===== src/rtl/rom_slave_pkg.sv =====
// Package: shared event type and preload constants for the EEPROM read slave.
// Assumes the preload pattern is an affine function of the address.
package rom_slave_pkg;
    typedef enum logic [2:0] {
        EV_NONE,
        EV_START,
        EV_STOP,
        EV_RISE,
        EV_OTHER
    } line_ev_e;

    localparam int unsigned PRELOAD_MUL = 37;
    localparam int unsigned PRELOAD_ADD = 90;

    // Preload value for one address, before truncation to the data width.
    function automatic int unsigned preload_value(input int unsigned a);
        return a * PRELOAD_MUL + PRELOAD_ADD;
    endfunction
endpackage


===== src/rtl/rom_line_events.sv =====
// Classifies a host line write against the remembered SCL/SDA levels.
// Assumes the remembered levels are the ones the slave last stored.
// Purely combinational.
module rom_line_events
    import rom_slave_pkg::*;
(
    input  logic     line_wr,
    input  logic     scl_in,
    input  logic     sda_in,
    input  logic     scl_q,
    input  logic     sda_q,
    output line_ev_e ev,
    output logic     sda_same
);
    // Decode the kind of bus event this write represents.
    always_comb begin
        ev = EV_NONE;
        if (line_wr) begin
            if (scl_q && scl_in && (sda_q != sda_in))
                ev = sda_in ? EV_STOP : EV_START;
            else if (!scl_q && scl_in)
                ev = EV_RISE;
            else
                ev = EV_OTHER;
        end
    end

    assign sda_same = (sda_q == sda_in);
endmodule


===== src/rtl/rom_slave_store.sv =====
// Read-only byte storage with a computed preload over the lower part.
// Assumes no write path; the read is combinational on the address.
module rom_slave_store
    import rom_slave_pkg::*;
#(
    parameter int ADDR_W        = 8,
    parameter int DATA_W        = 8,
    parameter int PRELOAD_DEPTH = 128
) (
    input  logic [ADDR_W-1:0] addr,
    output logic [DATA_W-1:0] q
);
    localparam int DEPTH = 1 << ADDR_W;

    generate
        if (PRELOAD_DEPTH >= DEPTH) begin : g_full
            // Whole array carries the preload pattern.
            always_comb q = DATA_W'(preload_value(int'(addr)));
        end else begin : g_part
            // Lower part preloaded, upper part reads as zero.
            always_comb
                q = (int'(addr) < PRELOAD_DEPTH) ? DATA_W'(preload_value(int'(addr)))
                                                 : '0;
        end
    endgenerate
endmodule


===== src/rtl/i2c_rom_slave.sv =====
// Bit-level I2C EEPROM slave: command, word address, addressed read-out.
// Assumes the host updates SCL/SDA through single-cycle line_wr strobes
// and reads back the stored SDA level on sda_rd.
module i2c_rom_slave
    import rom_slave_pkg::*;
#(
    parameter int ADDR_W        = 8,
    parameter int DATA_W        = 8,
    parameter int PRELOAD_DEPTH = 128
) (
    input  logic clk,
    input  logic rst_n,
    input  logic line_wr,
    input  logic scl_in,
    input  logic sda_in,
    output logic sda_rd
);
    localparam int CMD_END  = DATA_W + 1;
    localparam int ADDR_END = CMD_END + ADDR_W;
    localparam int TICK_W   = $clog2(ADDR_END + 1);
    localparam logic [TICK_W-1:0] T_ONE  = TICK_W'(1);
    localparam logic [TICK_W-1:0] T_CMD  = TICK_W'(CMD_END);
    localparam logic [TICK_W-1:0] T_ADDR = TICK_W'(ADDR_END);

    logic              scl_q, sda_q, ack_q;
    logic [TICK_W-1:0] tick_q;
    logic [DATA_W-1:0] cmd_q, data_q;
    logic [ADDR_W-1:0] addr_q;

    logic              scl_d, sda_d, ack_d;
    logic [TICK_W-1:0] tick_d, tick_inc;
    logic [DATA_W-1:0] cmd_d, data_d, rom_q;
    logic [ADDR_W-1:0] addr_d, addr_sh;
    line_ev_e          ev;
    logic              sda_same;

    rom_line_events u_ev (
        .line_wr (line_wr),
        .scl_in  (scl_in),
        .sda_in  (sda_in),
        .scl_q   (scl_q),
        .sda_q   (sda_q),
        .ev      (ev),
        .sda_same(sda_same)
    );

    assign addr_sh  = {addr_q[ADDR_W-2:0], sda_in};
    assign tick_inc = tick_q + T_ONE;

    rom_slave_store #(
        .ADDR_W(ADDR_W), .DATA_W(DATA_W), .PRELOAD_DEPTH(PRELOAD_DEPTH)
    ) u_store (
        .addr(addr_sh),
        .q   (rom_q)
    );

    // Next-state sequencing for counter, acknowledge and shift registers.
    always_comb begin
        scl_d  = scl_q;
        sda_d  = sda_q;
        ack_d  = ack_q;
        tick_d = tick_q;
        cmd_d  = cmd_q;
        addr_d = addr_q;
        data_d = data_q;
        if (line_wr) begin
            scl_d = scl_in;
            sda_d = sda_in;
            if (ev == EV_START) begin
                tick_d = T_ONE;
                cmd_d  = '0;
            end else if (ev == EV_STOP) begin
                tick_d = tick_q;
            end else if (tick_q == '0 && !ack_q) begin
                tick_d = tick_q;
            end else if (ev == EV_RISE) begin
                if (ack_q) begin
                    sda_d = 1'b0;
                    ack_d = 1'b0;
                end else if (sda_same) begin
                    if (tick_q < T_CMD) begin
                        cmd_d  = {cmd_q[DATA_W-2:0], sda_in};
                        tick_d = tick_inc;
                        if (tick_inc == T_CMD) ack_d = 1'b1;
                    end else begin
                        if (cmd_q[0]) sda_d = data_q[DATA_W-1];
                        addr_d = addr_sh;
                        data_d = data_q << 1;
                        tick_d = tick_inc;
                        if (tick_inc == T_ADDR) begin
                            data_d = rom_q;
                            ack_d  = 1'b1;
                            tick_d = '0;
                        end
                    end
                end
            end
        end
    end

    // State registers with synchronous active-low reset.
    always_ff @(posedge clk) begin
        if (!rst_n) begin
            scl_q  <= 1'b1;
            sda_q  <= 1'b1;
            ack_q  <= 1'b0;
            tick_q <= '0;
            cmd_q  <= '0;
            addr_q <= '0;
            data_q <= '0;
        end else begin
            scl_q  <= scl_d;
            sda_q  <= sda_d;
            ack_q  <= ack_d;
            tick_q <= tick_d;
            cmd_q  <= cmd_d;
            addr_q <= addr_d;
            data_q <= data_d;
        end
    end

    assign sda_rd = sda_q;

    // a START restarts the counter at one with an empty command.
    p_start_tick_r2: assert property (@(posedge clk) disable iff (!rst_n)
        ev == EV_START |=> tick_q == T_ONE && cmd_q == '0);

    // a STOP leaves the counter untouched.
    p_stop_hold_r3: assert property (@(posedge clk) disable iff (!rst_n)
        ev == EV_STOP |=> $stable(tick_q) && $stable(cmd_q));

    // idle with no acknowledge ignores everything but START.
    p_idle_quiet_r4: assert property (@(posedge clk) disable iff (!rst_n)
        (line_wr && ev != EV_START && tick_q == '0 && !ack_q)
        |=> tick_q == '0 && !ack_q && $stable(addr_q) && $stable(data_q));

    // a rising edge that also moves SDA is not a bit.
    p_edge_change_r5: assert property (@(posedge clk) disable iff (!rst_n)
        (ev == EV_RISE && !sda_same && !ack_q) |=> $stable(tick_q));

    // a pending acknowledge drives SDA low on the next rising edge.
    p_ack_low_r6: assert property (@(posedge clk) disable iff (!rst_n)
        (ev == EV_RISE && ack_q) |=> !sda_rd && !ack_q && $stable(tick_q));

    // the last address bit returns the counter to idle with an acknowledge.
    p_load_ack_r8: assert property (@(posedge clk) disable iff (!rst_n)
        (ev == EV_RISE && !ack_q && sda_same && tick_inc == T_ADDR)
        |=> tick_q == '0 && ack_q);

    // without a host write the read-back level holds.
    p_hold_level_r10: assert property (@(posedge clk) disable iff (!rst_n)
        !line_wr |=> $stable(sda_rd));

    // the counter never passes the last address position.
    p_tick_range_r7: assert property (@(posedge clk) disable iff (!rst_n)
        tick_q < T_ADDR);
endmodule


===== config.mk =====
export PLATFORM = sky130hd
export DESIGN_NAME = i2c_rom_slave
export DESIGN_NICKNAME = d
export VERILOG_FILES = /design/src/rtl/rom_slave_pkg.sv /design/src/rtl/rom_line_events.sv /design/src/rtl/rom_slave_store.sv /design/src/rtl/i2c_rom_slave.sv
export SDC_FILE = /design/constraint.sdc
export NUM_CORES = 1
export LEC_CHECK = 0
export ABC_AREA = 1
export CORE_UTILIZATION = 61
export CTS_CLUSTER_DIAMETER = 50
export DETAILED_ROUTE_END_ITERATION = 12
export GPL_TIMING_DRIVEN = 0
export PLACE_DENSITY = 0.81
export SETUP_SLACK_MARGIN = 0.5
export SYNTH_ARGS = -nofsm -noshare
export SYNTH_HDL_FRONTEND = slang
export SYNTH_SLANG_ARGS = --single-unit

===== constraint.sdc =====
create_clock -name clk -period 3.7 [get_ports clk]
set_input_delay 0.74 -clock clk [delete_from_list [all_inputs] [get_ports clk]]
set_output_delay 0.74 -clock clk [all_outputs]
set_load 0.05 [all_outputs]

==> impl_metrics.toml <==
[run_status]
status = "finished, final reports clean"

[power]
clock_power_share_pct = 26.8
irDropWorstVdd_mv = 0.2018
netSwitchingPower_w = 0.0001127
leakage_nw = 0.9386
power_frac_seq_pct = 61.6
swShare_pct = 26.17
p_comb_share_pct = 11.6
p_int_w = 0.0003179
powerDensity_nw_per_um2 = 229.7

[timing]
skew_ps = 6.261
slew_violations = 0
rsz0062_at_grt = "no"
tightest_slew_ps = 488.8
fmax_mhz = 336.1
period_share_pct = 80.41
slew_headroom_pct = 67.31
hold_viol = 0
worst_hold_slack_ps = 488.5
setup_viol = 0
fin_crit_ps = 2975
setup_tns_ps = 0

[worst_setup_path]
cp_max_fo = 4
critPathBufInv = 4
path_cells = "ha_1 -> ha_1 -> inv_1 -> fa_1 -> fa_1 -> inv_1 -> ha_1 -> nand2_1 -> inv_1 -> a21oi_1 -> nand2_1 -> inv_1 -> nand3_1 -> nand3_1 -> a21oi_1"
crit_slowest_cell = "fa_1"
cp.required_ps = 3930
slowest_delay_ps = 520
crit_family = "adder cells"
arrival_ps = 3200
crit_path_end_kind = "flip-flop"
cpMostUsedCell = "inv_1"
critical_path_class = "reg2reg"
start_kind = "flip-flop"

[drt]
wirelength_um = 3374
drt_iter0_drc = 58
route.detailed.drc = 0
wl_per_cell_um = 11.25
via_per_inst = 5.200
drt_first_pass_iters = 4
routed-via-count = 1560
ant_nets = 0

[grt]
track_usage_pct = 23.61
grt_max_degree = 13
grt_pass1_wl_um = 5871
grt_overflow = 0
grt_pass1_vias = 1409
antenna_found_initial = 0

[cells_and_area]
postLayoutCellArea_um2 = 1874
num_antenna_cells = 0
layout.nets = 296
layout-drive-gt1-share_pct = 9.294
area_delta_synth_final_pct = 6.091

[job]
drv_cap = 0

[placement]
port_buffers = 5
place_area_um2 = 1856
hpwlAfterDp_um = 2664
place_congestion = 0.8056

[synthesis]
synth-xor-area-share_pct = 1.983
syn_inst = 261
synth_top_family_by_area = "simple AND/OR/NAND/NOR gates"
ys_async_sr_fraction_pct = 0
synth_flop_cell = "dfxtp_1"
yosys-top-cells-area = "dfxtp_1 (27%), nand2_1 (15%), ha_1 (12%)"
yosysTopAreaCellShare_pct = 27.20
yosysUniqueCellTypes = 24
syn_area_per_cell_um2 = 6.769
yosysWarnings = 0
synthTopCellsByCount = "nand2_1 (71), inv_1 (37), nand3_1 (26)"
yosysMostFrequentCell = "nand2_1"
synth_adder_area_share_pct = 15.44
synth-seq-cells = 24
synth-simple-area-share_pct = 34.99
syn_nets = 286
synth_edf_count = 0
muxShareOfSynthArea_pct = 0
yosysTopAreaCell = "dfxtp_1"
synth_compound_area_share_pct = 9.348
synth_area_um2 = 1767
seq_area_frac_synth_pct = 27.20

[clock_network]
clkTransAtPathRegs_ps = 130
cts.htree.levels = 1
cts_hold_buf = 0
cts_buffer_depth = 2
clkLatencyLatePin_ps = 320
cts-buffers-inserted = 3
clock-sinks = 24
root_buffer = "clkbuf_4"
cts_tree = "built"

[floorplanning]
row_count = 19
die_y_um = 55.82
core_um2 = 2758
start_util_pct = 64.07
die_x_um = 55.82
ioPinCount = 6
dieArea_um2 = 3115

[min_path]
hp-class = "reg2reg"
layout by cell type (no fill, tap or decap), types with 4 or more instances in the layout:
cell type	n
a21oi_1	19
clkdlybuf4s50_1	4
dfxtp_1	23
ha_1	17
inv_1	37
inv_2	4
nand2_1	71
nand2_2	7
nand3_1	26
nand4_1	4
nor2_1	18
o21ai_0	5
o21ai_1	9
path summary, 6_finish.rpt:
| path | start | to | slack (ps) | depth (start not counted) |
|---|---|---|---|---|
| setup reg to reg | addr_q[2] | data_q[7] | 720 | 15 |
| hold / removal | scl_q | scl_q | 490 | 2 |
| hold reg to reg | scl_q | scl_q | 490 | 2 |
| setup / recovery | addr_q[2] | data_q[7] | 720 | 15 |
layer usage:
metal | vias up | global-route usage, % | wire (um)
li1 | 842 | - | -
met1 | 695 | 27.84 | 1528
met2 | 18 | 43.89 | 1703
met3 | 5 | 2.326 | 87
met4 | 0 | 9.059 | 55
met5 | - | 0 | 0
logic make-up after synthesis:
| logic type | after synthesis |
|---|---|
| and+or+nand+nor | 134 |
| DFF | 24 |
| adders and majority gates | 20 |
| buffers and inverters | 46 |
| xor gates and xnor gates | 4 |
| AOI/OAI and AO/OA | 33 |
state kept, by name, indices dropped and copies added, names as in the netlist:
| register | flops |
|---|---|
| data_q | 8 |
| addr_q | 7 |
| tick_q | 5 |
| ack_q | 1 |
| cmd_q | 1 |
| scl_q | 1 |
| sda_rd | 1 |
power groups by stage:
stage | sequential (W) | combinational (W) | clock (W)
CTS | 0.000265 | 0.0000507 | 0.000119
global placement | 0.000271 | 0.0000503 | 0
finish | 0.000265 | 0.0000500 | 0.000115
global route | 0.000266 | 0.0000563 | 0.000133
detailed placement | 0.000271 | 0.0000508 | 0
floorplan | 0.000273 | 0.0000324 | 0
worst min-delay path, delay by kind of cell (launching register included):
kind,cells,cell delay (ps)
flip-flops,1,340
AND/OR/NAND/NOR,2,110
area by class of cell:
class	instances	area, um2
fill	242	883.3
buffer	4	37.54
tap	31	38.79
timing repair buffer	5	45.04
sequential	24	481.7
inverter	42	157.7
multi-input combinational	191	1091
clock buffer	3	22.52
per-stage QoR:
stage | worst slack [ps] | instances | power [W] | util, %
after floorplan | 811.1 | 261 | 0.0003055 | -
after global placement | -70.59 | 297 | 0.0003210 | 67.29
after detailed placement | -95.29 | 297 | 0.0003216 | 67.29
after CTS | 522.4 | 300 | 0.0004344 | 68.06
after global routing | 538.2 | 300 | 0.0004554 | 67.97
final | 724.9 | 300 | 0.0004305 | 67.97
what timing repair did:
action / in CTS / in global routing
resized for setup: 1 / 3
setup endpoints to repair: 2 / 1
buffers inserted: 0 / 0
gates cloned: 0 / 0
pin swaps: 0 / 0
No activity file was read; power rests on OpenSTA's default activity.
